File: src/rtl/ser9_pkg.sv
package ser9_pkg;

    typedef enum logic [1:0] {
        MODE_OFF = 2'b00,
        MODE_8T  = 2'b01,
        MODE_9F  = 2'b10,
        MODE_9T  = 2'b11
    } port_mode_t;

    typedef enum logic [2:0] {
        TX_IDLE,
        TX_START,
        TX_DATA,
        TX_NINTH,
        TX_STOP
    } tx_state_t;

    typedef enum logic [2:0] {
        RX_IDLE,
        RX_START,
        RX_DATA,
        RX_NINTH,
        RX_STOP
    } rx_state_t;

endpackage

File: src/rtl/ser9_baud.sv
module ser9_baud
    import ser9_pkg::*;
#(
    parameter int SLOW_DIV = 2
) (
    input  logic       clk,
    input  logic       rst_n,
    input  port_mode_t mode,
    input  logic       fast,
    input  logic       tmr_tick,
    output logic       os_tick
);
    localparam int DW = (SLOW_DIV > 1) ? $clog2(SLOW_DIV) : 1;

    logic [DW-1:0] div_q;
    logic          div_wrap;

    assign div_wrap = (div_q == DW'(SLOW_DIV - 1));

    // Free-running divider for the fixed-rate format.
    always_ff @(posedge clk) begin
        if (!rst_n)        div_q <= '0;
        else if (div_wrap) div_q <= '0;
        else               div_q <= div_q + 1'b1;
    end

    // Oversample tick: 16 ticks make one bit.
    always_comb begin
        unique case (mode)
            MODE_9F:          os_tick = fast ? 1'b1 : div_wrap;
            MODE_8T, MODE_9T: os_tick = tmr_tick;
            default:          os_tick = 1'b0;
        endcase
    end
endmodule

File: src/rtl/ser9_tx.sv
module ser9_tx
    import ser9_pkg::*;
#(
    parameter int DATA_W = 8,
    parameter int OSR    = 16
) (
    input  logic              clk,
    input  logic              rst_n,
    input  logic              os_tick,
    input  logic              load,
    input  logic [DATA_W-1:0] load_data,
    input  logic              nine,
    input  logic              bit9,
    output logic              ser_out,
    output logic              busy,
    output logic              done_set
);
    localparam int CW = $clog2(OSR);
    localparam int BW = (DATA_W > 1) ? $clog2(DATA_W) : 1;

    tx_state_t         state_q, state_d;
    logic [CW-1:0]     tick_q;
    logic [BW-1:0]     bit_q;
    logic [DATA_W-1:0] sh_q;
    logic              nine_q, b9_q;
    logic              bit_end;

    assign bit_end = os_tick && (tick_q == CW'(OSR - 1));

    // Next-state logic.
    always_comb begin
        state_d = state_q;
        unique case (state_q)
            TX_IDLE:  if (load) state_d = TX_START;
            TX_START: if (bit_end) state_d = TX_DATA;
            TX_DATA:  if (bit_end && bit_q == BW'(DATA_W - 1))
                          state_d = nine_q ? TX_NINTH : TX_STOP;
            TX_NINTH: if (bit_end) state_d = TX_STOP;
            TX_STOP:  if (bit_end) state_d = TX_IDLE;
            default:  state_d = TX_IDLE;
        endcase
    end

    // State register.
    always_ff @(posedge clk) begin
        if (!rst_n) state_q <= TX_IDLE;
        else        state_q <= state_d;
    end

    // Bit timing and shift datapath.
    always_ff @(posedge clk) begin
        if (!rst_n) begin
            tick_q <= '0;
            bit_q  <= '0;
            sh_q   <= '0;
            nine_q <= 1'b0;
            b9_q   <= 1'b0;
        end else begin
            if (state_q == TX_IDLE) tick_q <= '0;
            else if (os_tick)       tick_q <= bit_end ? '0 : tick_q + 1'b1;

            if (state_q == TX_IDLE && load) begin
                sh_q   <= load_data;
                nine_q <= nine;
                b9_q   <= bit9;
                bit_q  <= '0;
            end else if (state_q == TX_DATA && bit_end) begin
                sh_q  <= sh_q >> 1;
                bit_q <= bit_q + 1'b1;
            end
        end
    end

    // Outputs.
    always_comb begin
        unique case (state_q)
            TX_START: ser_out = 1'b0;
            TX_DATA:  ser_out = sh_q[0];
            TX_NINTH: ser_out = b9_q;
            default:  ser_out = 1'b1;
        endcase
        busy     = (state_q != TX_IDLE);
        done_set = (state_d == TX_STOP) && (state_q != TX_STOP);
    end
endmodule

File: src/rtl/ser9_rx.sv
module ser9_rx
    import ser9_pkg::*;
#(
    parameter int DATA_W = 8,
    parameter int OSR    = 16
) (
    input  logic              clk,
    input  logic              rst_n,
    input  logic              os_tick,
    input  logic              enable,
    input  logic              nine,
    input  logic              ser_in,
    output logic              busy,
    output logic              done,
    output logic [DATA_W-1:0] data,
    output logic              bit9,
    output logic              stop_ok
);
    localparam int CW    = $clog2(OSR);
    localparam int BW    = (DATA_W > 1) ? $clog2(DATA_W) : 1;
    localparam int MID_A = OSR / 2 - 1;
    localparam int MID_B = MID_A + 1;
    localparam int MID_C = MID_A + 2;

    rx_state_t         state_q, state_d;
    logic [CW-1:0]     tick_q;
    logic [BW-1:0]     bit_q;
    logic [DATA_W-1:0] sh_q;
    logic              s1_q, s2_q, va_q, vb_q, b9_q, nine_q;
    logic              bit_end, mid_a, mid_b, mid_c, maj;

    assign bit_end = os_tick && (tick_q == CW'(OSR - 1));
    assign mid_a   = os_tick && (tick_q == CW'(MID_A));
    assign mid_b   = os_tick && (tick_q == CW'(MID_B));
    assign mid_c   = os_tick && (tick_q == CW'(MID_C));
    assign maj     = (va_q & vb_q) | (va_q & s2_q) | (vb_q & s2_q);

    // Next-state logic.
    always_comb begin
        state_d = state_q;
        unique case (state_q)
            RX_IDLE:  if (enable && os_tick && !s2_q) state_d = RX_START;
            RX_START: if (mid_c && maj) state_d = RX_IDLE;
                      else if (bit_end) state_d = RX_DATA;
            RX_DATA:  if (bit_end && bit_q == BW'(DATA_W - 1))
                          state_d = nine_q ? RX_NINTH : RX_STOP;
            RX_NINTH: if (bit_end) state_d = RX_STOP;
            RX_STOP:  if (mid_c) state_d = RX_IDLE;
            default:  state_d = RX_IDLE;
        endcase
    end

    // State register.
    always_ff @(posedge clk) begin
        if (!rst_n) state_q <= RX_IDLE;
        else        state_q <= state_d;
    end

    // Synchroniser, sampling and shift datapath.
    always_ff @(posedge clk) begin
        if (!rst_n) begin
            s1_q   <= 1'b1;
            s2_q   <= 1'b1;
            va_q   <= 1'b1;
            vb_q   <= 1'b1;
            tick_q <= '0;
            bit_q  <= '0;
            sh_q   <= '0;
            b9_q   <= 1'b0;
            nine_q <= 1'b0;
        end else begin
            s1_q <= ser_in;
            s2_q <= s1_q;
            if (mid_a) va_q <= s2_q;
            if (mid_b) vb_q <= s2_q;

            if (state_q == RX_IDLE) begin
                tick_q <= '0;
                bit_q  <= '0;
                nine_q <= nine;
            end else begin
                if (os_tick) tick_q <= bit_end ? '0 : tick_q + 1'b1;
                if (state_q == RX_DATA && bit_end) bit_q <= bit_q + 1'b1;
            end

            if (state_q == RX_DATA && mid_c)  sh_q <= {maj, sh_q[DATA_W-1:1]};
            if (state_q == RX_NINTH && mid_c) b9_q <= maj;
        end
    end

    // Outputs.
    always_comb begin
        busy    = (state_q != RX_IDLE);
        done    = (state_q == RX_STOP) && mid_c;
        data    = sh_q;
        bit9    = b9_q;
        stop_ok = maj;
    end
endmodule

File: src/rtl/ser9_port.sv
module ser9_port
    import ser9_pkg::*;
#(
    parameter int OSR      = 16,
    parameter int SLOW_DIV = 2
) (
    input  logic       clk,
    input  logic       rst_n,
    input  logic [1:0] bus_addr,
    input  logic       bus_wr,
    input  logic [7:0] bus_wdata,
    output logic [7:0] bus_rdata,
    input  logic       tmr_tick,
    input  logic       ser_in,
    output logic       ser_out,
    output logic       irq
);
    localparam int DATA_W = 8;

    port_mode_t        mode_q;
    logic              filt_q, rx_en_q, tx9_q, rx9_q, txf_q, rxf_q;
    logic              ferr_q, alias_q, fast_q;
    logic [DATA_W-1:0] rbuf_q;

    logic              wr_ctl, wr_dat, wr_cfg;
    logic              os_tick, tx_busy, tx_set, tx_load;
    logic              rx_on, rx_busy, rx_done, rx_b9, rx_stop_ok, rx_accept;
    logic [DATA_W-1:0] rx_data;

    assign wr_ctl  = bus_wr && (bus_addr == 2'd0);
    assign wr_dat  = bus_wr && (bus_addr == 2'd1);
    assign wr_cfg  = bus_wr && (bus_addr == 2'd2);
    assign tx_load = wr_dat && (mode_q != MODE_OFF) && !tx_busy;
    assign rx_on   = rx_en_q && (mode_q != MODE_OFF);

    // Address filter: the ninth bit in nine-bit formats, the stop bit otherwise.
    assign rx_accept = !filt_q || (mode_q[1] ? rx_b9 : rx_stop_ok);

    ser9_baud #(.SLOW_DIV(SLOW_DIV)) u_baud (
        .clk      (clk),
        .rst_n    (rst_n),
        .mode     (mode_q),
        .fast     (fast_q),
        .tmr_tick (tmr_tick),
        .os_tick  (os_tick)
    );

    ser9_tx #(.DATA_W(DATA_W), .OSR(OSR)) u_tx (
        .clk       (clk),
        .rst_n     (rst_n),
        .os_tick   (os_tick),
        .load      (tx_load),
        .load_data (bus_wdata),
        .nine      (mode_q[1]),
        .bit9      (tx9_q),
        .ser_out   (ser_out),
        .busy      (tx_busy),
        .done_set  (tx_set)
    );

    ser9_rx #(.DATA_W(DATA_W), .OSR(OSR)) u_rx (
        .clk     (clk),
        .rst_n   (rst_n),
        .os_tick (os_tick),
        .enable  (rx_on),
        .nine    (mode_q[1]),
        .ser_in  (ser_in),
        .busy    (rx_busy),
        .done    (rx_done),
        .data    (rx_data),
        .bit9    (rx_b9),
        .stop_ok (rx_stop_ok)
    );

    // Register file; hardware events come last and win over software writes.
    always_ff @(posedge clk) begin
        if (!rst_n) begin
            mode_q  <= MODE_OFF;
            filt_q  <= 1'b0;
            rx_en_q <= 1'b0;
            tx9_q   <= 1'b0;
            rx9_q   <= 1'b0;
            txf_q   <= 1'b0;
            rxf_q   <= 1'b0;
            ferr_q  <= 1'b0;
            alias_q <= 1'b0;
            fast_q  <= 1'b0;
            rbuf_q  <= '0;
        end else begin
            if (wr_ctl) begin
                if (alias_q) begin
                    if (!bus_wdata[7]) ferr_q <= 1'b0;
                    mode_q <= port_mode_t'({mode_q[1], bus_wdata[6]});
                end else begin
                    mode_q <= port_mode_t'(bus_wdata[7:6]);
                end
                filt_q  <= bus_wdata[5];
                rx_en_q <= bus_wdata[4];
                tx9_q   <= bus_wdata[3];
                rx9_q   <= bus_wdata[2];
                txf_q   <= bus_wdata[1];
                rxf_q   <= bus_wdata[0];
            end
            if (wr_cfg) begin
                alias_q <= bus_wdata[0];
                fast_q  <= bus_wdata[1];
            end
            if (tx_set) txf_q <= 1'b1;
            if (rx_done) begin
                if (!rx_stop_ok) ferr_q <= 1'b1;
                if (rx_accept) begin
                    rxf_q  <= 1'b1;
                    rbuf_q <= rx_data;
                    rx9_q  <= mode_q[1] ? rx_b9 : rx_stop_ok;
                end
            end
        end
    end

    // Read mux and interrupt.
    always_comb begin
        unique case (bus_addr)
            2'd0:    bus_rdata = {alias_q ? ferr_q : mode_q[1], mode_q[0], filt_q,
                                  rx_en_q, tx9_q, rx9_q, txf_q, rxf_q};
            2'd1:    bus_rdata = rbuf_q;
            2'd2:    bus_rdata = {6'd0, fast_q, alias_q};
            default: bus_rdata = 8'd0;
        endcase
        irq = txf_q | rxf_q;
    end
endmodule

File: config.mk
export PLATFORM = sky130hd
export DESIGN_NAME = ser9_port
export DESIGN_NICKNAME = d
export VERILOG_FILES = /design/src/rtl/ser9_pkg.sv /design/src/rtl/ser9_baud.sv /design/src/rtl/ser9_tx.sv /design/src/rtl/ser9_rx.sv /design/src/rtl/ser9_port.sv
export SDC_FILE = /design/constraint.sdc
export NUM_CORES = 1
export LEC_CHECK = 0
export BUFFER_PORTS_ARGS = -buffer_cell sky130_fd_sc_hd__buf_2
export CAP_MARGIN = 25
export CORE_UTILIZATION = 51
export DETAILED_ROUTE_END_ITERATION = 16
export GPL_ROUTABILITY_DRIVEN = 1
export PLACE_DENSITY = 0.7
export SLEW_MARGIN = 10
export SYNTH_ARGS = -nofsm -noshare
export SYNTH_HDL_FRONTEND = slang
export SYNTH_SLANG_ARGS = --single-unit
File: constraint.sdc
create_clock -name clk -period 2.6 [get_ports clk]
set_clock_uncertainty 0.1 [all_clocks]
set_input_delay 0.13 -clock clk [delete_from_list [all_inputs] [get_ports clk]]
set_output_delay 0.13 -clock clk [all_outputs]
set_load 0.005 [all_outputs]
==> results of run 1 <==
==> cells in the final DEF (no fill, tap or decap), drive strengths merged, types with 13 or more instances in the layout <==
cell type and n:
dfxtp 64, a21oi 19, clkbuf 13, nand3 14, buf 28, nor2b 19, mux2i 41, o21ai 24
nor2 23, nand2 35
==> final timing paths <==
kind / startpoint / end
max: mode_q[0]$_SDFFE_PN0P_ / u_tx.sh_q[7]$_SDFFE_PN0P_
min: bus_wr / alias_q$_SDFFE_PN0P_
max reg2reg: mode_q[0]$_SDFFE_PN0P_ / u_tx.sh_q[7]$_SDFFE_PN0P_
min reg2reg: u_rx.s1_q$_SDFF_PN1_ / u_rx.s2_q$_SDFF_PN1_
==> layer usage <==
metal / vias up / GRT usage [%]
met4: 0 / 8.04
met1: 1098 / 25.4
met5: - / 0
met3: 7 / 6.74
li1: 1259 / -
met2: 39 / 32.4
==> kinds of logic after synthesis <==
logic type / synth area share [%]
compound gates: 13.8
simple gates: 23.0
mux: 13.7
fa+ha+maj: 3.48
xor+xnor: 1.38
flops: 40.5
buf+inv: 4.19
==> flip-flops by register name, summed over array words and instances (netlist names), 2 cells and up <==
register	count
u_tx.tick_q	4
u_rx.data	8
u_rx.bit_q	3
u_rx.tick_q	4
u_tx.state_q	3
u_tx.sh_q	8
rbuf_q	8
u_tx.bit_q	3
u_rx.state_q	3
mode_q	2
==> final cells by class <==
cell class              count  share of cell area (%)
clock inverters             3                   0.493
repair buffers             36                    6.48
well taps                  75                    2.64
flip-flops and latches     64                    36.1
inverters                   8                   0.845
clock buffers              13                    4.19
multi-input cells         253                    49.3
==> power by group through the flow <==
stage	sequential, W	combinational [W]	clock (W)
final	0.00100	0.000101	0.000729
after global placement	0.00102	0.0000906	0
after CTS	0.00100	0.000101	0.000755
after detailed placement	0.00102	0.0000914	0
after global routing	0.00100	0.000111	0.000799
after floorplan	0.00102	0.0000639	0
==> cell usage after synthesis, types with 4 or more instances <==
library cell,instances
xnor2_1,4
nor3_1,4
o21ai_0,19
nand3b_1,4
nand2_1,34
a21boi_0,4
nor2_1,21
nand2b_1,7
mux2i_1,41
nor2b_1,19
inv_1,8
nand3_1,12
a21oi_1,19
dfxtp_1,64
o21ai_2,4
ha_1,8
clkbuf_1,11
and3_1,4
==> critical path, cell delays in order, from the launching register on <==
cell and delay, ns:
dfxtp_1 0.50, nor2_2 0.10, or4b_1 0.82, nand2_1 0.17, o22ai_1 0.07, and2_1 0.17
==> what timing repair did <==
action | CTS | global route
hold buffers | 8 | 0
gates resized for setup | 0 | 0
endpoints found under the hold margin | 9 | 0
==> stage by stage <==
step                      std cells  total power, W  utilization, %
after global routing            452         0.00191            59.7
after detailed placement        428         0.00112            55.5
after floorplan                 345         0.00108               -
after CTS                       452         0.00186            59.7
final                           452         0.00183            59.7
after global placement          428         0.00111            55.5
==> run_results.csv, run 1 <==
group,metric,value,unit
status,status,"finished clean",
clock_network,cts_buffer_depth,2,
pwr,combPwrFrac,5.5,%
floorplanning,die_h,80.8,um
logic_synthesis,synth_cell_type_count,56,
clock_network,cts.sinks,64,
logic_synthesis,synth_top_area_share,40.5,%
layout,multi_input_area,1750,um^2
floorplanning,design.die.area,6530,um^2
pwr,ir_drop,0.000393,V
pwr,p_int,0.00141,W
global_routing,grt_pass1_vias,2128,
hold_path,hold_class,"in -> reg",
worst_setup_path,cp.required,2.73,ns
route,wl_per_cell,13.6,um
clock_network,cts_max_level,3,
logic_synthesis,ys.warnings.count,0,
sta,finalHoldViolations,0,
logic_synthesis,syn_nets,368,
sta,finalSetupTns,0,ns
sta,whs,0.0230,ns
placement,dpl_cell_area,3310,um^2
worst_setup_path,endpoint_kind,"flop",
worst_setup_path,critPathArrivalTime,2.15,ns
pwr,power_leakage,1.37,nW
layout,drive_gt1_share,16.4,%
placement,portBuffers,24,
route,met3_length,217,um
route,final_antenna_net_count,0,
route,finalWirelength,6160,um
worst_setup_path,crit_fanout,19,
global_routing,grt_overflow,0,
pwr,switchingPower,0.000424,W
clock_network,worstSkewPairLatency,0.33,ns
floorplanning,placementRows,28,
sta,rsz0062_at_grt,"false",
sta,final_max_slew_viol_count,0,
logic_synthesis,synthFlopType,"dfxtp_1",
pwr,pwr-share-clk,39.8,%
hold_path,hold_path_depth,3,
logic_synthesis,seq_area_frac_synth,40.5,%
route,routed-via-count,2403,
logic_synthesis,yosys_register_bits,64,
logic_synthesis,synth_area,3170,um^2
layout,seqCellArea,1280,um^2
pwr,switching_share,23.2,%
sta,worst_pin_slew,0.729,ns
layout,nNetsFinal,395,
worst_setup_path,ff2ff_path_depth,5,
sta,max_freq,0.494,GHz
placement,gp_congestion,0.756,
floorplanning,core_area,5960,um^2
logic_synthesis,synthCells,345,
clock_network,cts_tree,"done",
placement,dp_worst_setup_slack,0.582,ns
pwr,powerDensity,515,nW/um^2
floorplanning,io_pins,25,
global_routing,antenna_found_initial,0,
worst_setup_path,critPathLaunchType,"flop",
route,drt_pre_antenna_iters,4,
worst_setup_path,r2r_setup_slack,0.57,ns
logic_synthesis,synth-edff-count,0,
route,route.met2.wl,2780,um
clock_network,ctsRootBufferMaster,"clkbuf_8",
route,wl_met1,3060,um
sta,setup_viol,0,
placement,place_hpwl,4340,um
global_routing,grt_pass1_wl,9900,um
clock_network,path_clk_slew,0.07,ns
pwr,seqPwrFrac,54.7,%
global_routing,grt_max_degree,47,
clock_network,post_cts_buffers,0,
sta,slew_headroom,51.4,%
floorplanning,initial_core_util,53.2,%
logic_synthesis,yosys.area.top_type,"dfxtp_1",
run,drv_cap,0,
logic_synthesis,synthArstFlopShare,0,%
clock_network,cts_made_buffers,9,
sta,worst_slack,0.574,ns
global_routing,grt_usage,20.3,%
route,top_layer_used,"met4",
worst_setup_path,crit_type,"reg -> reg",
route,via_per_inst,5.32,
route,drt_first_iter_violations,96,
floorplanning,die_x,80.8,um
logic_synthesis,synth.top_cells.by_area,"dfxtp_1 (40%), mux2i_1 (13%), nand2_1 (4.0%)",
layout,fin_area,3550,um^2
layout,fill_cells,538,
layout,area_growth,12.3,%
layout,diodes,0,
logic_synthesis,avgSynthCellArea,9.18,um^2
sta,finalCritPeriodShare,77.9,%
sta,finalCriticalPeriod,2.03,ns
route,drc,0,
Note: power is estimated with default switching activity, not from simulation.
==> inputs of run 2 (changes only) <==
Settings changed: PLACE_DENSITY 0.7 to 0.72.
Clock period 2.6 ns to 1.78 ns, I/O delays scaled along.
==> run_results.csv, run 2 (synthesized netlist as in run 1, its figures left out) <==
group,metric,value,unit
sta,setup_viol,4,
route,wl_per_cell,15.0,um
worst_setup_path,crit_slowest_cell,"dfxtp_4",
clock_network,cts_max_level,3,
route,routed-via-count,2618,
floorplanning,design.die.area,6530,um^2
floorplanning,placementRows,28,
route,drc,0,
sta,finalCriticalPeriod,1.80,ns
hold_path,hold_class,"in -> reg",
clock_network,cts_tree,"done",
global_routing,grt_pass1_vias,2483,
route,via_per_inst,5.43,
route,finalWirelength,7220,um
layout,final_cell_mix,"dfxtp_1 (60), mux2i_1 (41), nand2_1 (34)",
floorplanning,core_area,5960,um^2
placement,place_hpwl,4820,um
pwr,powerDensity,758,nW/um^2
worst_setup_path,cpPeakStageDelay,0.36,ns
placement,dp.cells,449,
clock_network,cts_buffer_depth,2,
worst_setup_path,cp_top_family,"compound AO/OA/AOI/OAI gates",
sta,finalCritPeriodShare,101,%
worst_setup_path,r2r_setup_slack,-0.02,ns
worst_setup_path,critPathCapture,"rbuf_q[5]$_SDFFE_PN0P_",
floorplanning,die_h,80.8,um
sta,max_freq,0.556,GHz
placement,portBuffers,24,
worst_setup_path,ff2ff_path_depth,9,
worst_setup_path,startpoint,"u_rx.tick_q[1]$_SDFFE_PP0P_",
worst_setup_path,timing.rr.end,"rbuf_q[5]$_SDFFE_PN0P_",
global_routing,grt_usage,23.6,%
clock_network,worstSkewPairLatency,0.34,ns
worst_setup_path,crit_fanout,4,
sta,worst_slack,-0.0184,ns
sta,worst_pin_slew,0.495,ns
worst_setup_path,path_cells,"inv_4 -> ha_4 -> and3b_2 -> nand3_2 -> a311oi_4 -> buf_6 -> clkbuf_16 -> nand3_1 -> o21ai_1",
clock_network,cts_made_buffers,9,
sta,slew_headroom,66.7,%
layout,diodes,0,
layout,final_common_cell,"dfxtp_1",
layout,fin_cells,482,
status,status,"finished, violations left",
worst_setup_path,critPathLaunchType,"flop",
layout,utilization,66.5,%
clock_network,cts.sinks,64,
floorplanning,die_x,80.8,um
worst_setup_path,cp.required,1.95,ns
placement,gp_congestion,0.808,
worst_setup_path,endpoint_kind,"flop",
sta,finalHoldViolations,0,
clock_network,path_clk_slew,0.07,ns
sta,whs,0.0475,ns
clock_network,ctsRootBufferMaster,"clkbuf_8",
worst_setup_path,cp_num_cells,9,
floorplanning,initial_core_util,53.2,%
pwr,power_leakage,1.56,nW
route,drt_pre_antenna_iters,4,
status,violations,"setup timing",
route,drt_first_iter_violations,94,
pwr,ir_drop,0.000510,V
global_routing,grt_overflow,0,
worst_setup_path,critPathArrivalTime,1.97,ns
global_routing,grt_pass1_wl,11500,um
floorplanning,io_pins,25,
placement,dp_worst_setup_slack,-0.0149,ns
worst_setup_path,crit_type,"reg -> reg",
layout,area_growth,25.1,%
sta,final_max_slew_viol_count,0,
hold_path,hold_path_startpoint,"bus_wr",
global_routing,grt_max_degree,33,
sta,rsz0062_at_grt,"true",
route,final_antenna_net_count,0,
worst_setup_path,worst-path-buf-inv,3,
layout,drive_gt1_share,24.1,%
layout,nNetsFinal,425,
run,drv_cap,0,
global_routing,antenna_found_initial,0,
worst_setup_path,reg2reg_from,"u_rx.tick_q[1]$_SDFFE_PP0P_",
layout,fill_cells,497,
## run 2: report_power, final
| group | switching (W) | internal [W] |
|---|---|---|
| Sequential | 0.0000135 | 0.00144 |
| Combinational | 0.0000892 | 0.0000851 |
| Clock | 0.000542 | 0.000827 |
## run 2: worst min path at each step
stage                           end  slack [ns]  cells after the start
2_1_floorplan  u_rx.s1_q$_SDFF_PN1_        0.09                      1
3_3_place_gp   u_rx.s1_q$_SDFF_PN1_        0.18                      2
3_5_place_dp   u_rx.s1_q$_SDFF_PN1_        0.19                      2
4_1_cts         fast_q$_SDFFE_PN0P_        0.02                      4
5_1_grt         fast_q$_SDFFE_PN0P_        0.06                      4
6_report        fast_q$_SDFFE_PN0P_        0.05                      4
## run 2: cell type report
type	instances	area (um^2)	share of cell area (%)
multi-input combinational	253	1790	45.3
sequential	64	1290	32.6
timing repair buffer	66	536	13.5
tap	75	93.8	2.37
inverter	8	32.5	0.821
clock inverter	3	65.1	1.64
clock buffer	13	149	3.76
## run 2: worst reg2reg max path: cells and delay by family (launching register included)
family          cells  cell delay (ns)
flops               1             0.36
fa+ha+maj           1             0.11
simple gates        3             0.38
buf+inv             3             0.38
compound gates      2             0.39
## run 2: per-stage QoR
stage	setup TNS [ns]	power, W	area (um^2)
finish	-0.0434	0.00300	3960
global route	-0.651	0.00314	3960
CTS	0	0.00303	3840
detailed placement	-0.0149	0.00164	3490
global placement	0	0.00164	3490
floorplan	0	0.00158	3170
## run 2: timing repair
| item | CTS | global route |
|---|---|---|
| setup endpoints to repair | 2 | 29 |
| hold buffers | 13 | 0 |
| setup buffers | 0 | 2 |
| pin swaps | 0 | 1 |
| resized for setup | 3 | 22 |
| gates cloned | 0 | 2 |
| endpoints found under the hold margin | 17 | 0 |
## run 2: metal layers
metal  track usage, %  wire length (um)
met3             8.88               248
met2             38.7              3580
met4             7.68                99
met1             28.5              3280
met5                0                 0
==> inputs of run 3 (changes only) <==
Settings changed: CELL_PAD_IN_SITES_DETAIL_PLACEMENT set to 1, CELL_PAD_IN_SITES_GLOBAL_PLACEMENT set to 1, CORE_UTILIZATION 51 to 41, PLACE_DENSITY 0.72 to unset, PLACE_DENSITY_LB_ADDON set to 0.1.
==> run_results.csv, run 3 (synthesized netlist as in run 1, its figures left out) <==
group,metric,value,unit
status,status,"finished clean",
layout,fin_cells,504,
route,finalWirelength,7700,um
clock_network,ctsRootBufferMaster,"clkbuf_8",
placement,place_hpwl,5600,um
floorplanning,initial_core_util,43.0,%
placement,dp_worst_setup_slack,0.0140,ns
clock_network,cts_buffer_depth,2,
floorplanning,io_pins,25,
floorplanning,core_area,7370,um^2
route,met3_length,157,um
sta,worst_pin_slew,0.561,ns
sta,finalCritPeriodShare,95.8,%
pwr,ir_drop,0.000459,V
layout,drive_gt1_share,24.9,%
clock_network,path_clk_slew,0.07,ns
floorplanning,placementRows,31,
floorplanning,die_h,89.9,um
pwr,power_leakage,1.54,nW
worst_setup_path,critPathArrivalTime,1.84,ns
worst_setup_path,crit_type,"reg -> reg",
sta,max_freq,0.586,GHz
route,drt_first_iter_violations,48,
route,top_layer_used,"met4",
route,route.met2.wl,3800,um
sta,final_max_slew_viol_count,0,
layout,final_cell_mix,"dfxtp_1 (59), mux2i_1 (41), nand2_1 (34)",
sta,finalCriticalPeriod,1.71,ns
worst_setup_path,crit_fanout,8,
clock_network,cts.sinks,64,
placement,portBuffers,24,
worst_setup_path,critPathLaunchType,"flop",
route,drt_pre_antenna_iters,4,
sta,worst_slack,0.0740,ns
sta,whs,0.0441,ns
pwr,switchingPower,0.000691,W
route,routed-via-count,2595,
sta,slew_headroom,62.3,%
layout,diodes,0,
pwr,seqPwrFrac,49.0,%
global_routing,grt_usage,20.4,%
pwr,p_int,0.00229,W
sta,finalSetupTns,0,ns
route,final_antenna_net_count,0,
layout,nNetsFinal,423,
sta,rsz0062_at_grt,"true",
layout,area_growth,24.2,%
layout,multi_input_area,1790,um^2
sta,finalHoldViolations,0,
pwr,powerDensity,758,nW/um^2
sta,setup_viol,0,
floorplanning,design.die.area,8080,um^2
pwr,combPwrFrac,5.7,%
layout,final_common_cell,"dfxtp_1",
layout,fill_cells,855,
worst_setup_path,cp.required,1.92,ns
worst_setup_path,endpoint_kind,"flop",
clock_network,worstSkewPairLatency,0.34,ns
layout,seqCellArea,1290,um^2
floorplanning,die_x,89.9,um
pwr,pwr-share-clk,45.3,%
route,via_per_inst,5.15,
global_routing,grt_pass1_wl,13100,um
global_routing,grt_pass1_vias,2709,
placement,gp_congestion,0.758,
global_routing,antenna_found_initial,0,
clock_network,cts_max_level,3,
route,wl_per_cell,15.3,um
clock_network,cts_made_buffers,9,
global_routing,grt_overflow,0,
route,wl_met1,3630,um
clock_network,cts_tree,"done",
pwr,switching_share,23.2,%
run,drv_cap,0,
route,drc,0,
hold_path,hold_class,"in -> reg",
placement,dp.cells,474,
global_routing,grt_max_degree,25,
-- run 3: cell count changes in the layout (fill, tap and decap cells not counted), sizes merged --
cell and delta:
dlygate4sd3 -2, bufinv -1, clkbuf -3, buf +2, clkinv +1, clkinvlp +1
-- run 3: path summary, 6_finish.rpt --
check,from,end,slack [ns],cells after the start
min,bus_wr,fast_q$_SDFFE_PN0P_,0.04,4
min reg2reg,u_rx.s1_q$_SDFF_PN1_,u_rx.s2_q$_SDFF_PN1_,0.31,1
max reg2reg,u_rx.tick_q[1]$_SDFFE_PP0P_,rbuf_q[1]$_SDFFE_PN0P_,0.07,8
max,u_rx.tick_q[1]$_SDFFE_PP0P_,rbuf_q[1]$_SDFFE_PN0P_,0.07,8
-- run 3: area by class of cell --
cell class,count,area share [%]
Inverter,8,0.764
Clock inverter,4,1.31
Tap cell,99,3.15
Sequential cell,64,32.8
Timing Repair Buffer,64,12.3
Clock buffer,12,4.20
Multi-Input combinational cell,253,45.4
-- run 3: per-stage QoR --
step,power (W),area [um^2],util [%]
floorplan,0.00158,3170,-
global placement,0.00165,3530,47.9
detailed placement,0.00165,3530,47.9
CTS,0.00302,3920,53.2
global route,0.00309,3930,53.3
finish,0.00298,3930,53.3
-- run 3: timing repair --
item	CTS	global route
endpoints found under the hold margin	14	0
pin swaps	1	1
hold buffers	11	0
buffers inserted	2	1
endpoints found under the setup margin	8	23
resized for setup	9	10
cloned	1	0
-- run 3: metal layers --
metal / up-vias / GRT usage (%)
li1: 1313 / -
met1: 1253 / 24.8
met2: 21 / 35.9
met3: 8 / 3.38
met4: 0 / 8.06
met5: - / 0
-- run 3: critical path, cell delays in order, from the launching register on --
cell and delay, ns:
dfxtp_2 0.34, inv_2 0.06, ha_2 0.15, and3b_2 0.24, nand3_4 0.09, a311oi_4 0.25
buf_4 0.18, buf_16 0.11, o21ai_0 0.08
-- run 3: power by group through the flow --
stage / Clock (W) / Combinational [W] / Sequential [W]
finish: 0.00135 / 0.000171 / 0.00146
global route: 0.00144 / 0.000188 / 0.00146
CTS: 0.00138 / 0.000173 / 0.00146
detailed placement: 0 / 0.000155 / 0.00149
global placement: 0 / 0.000152 / 0.00149
floorplan: 0 / 0.0000934 / 0.00149
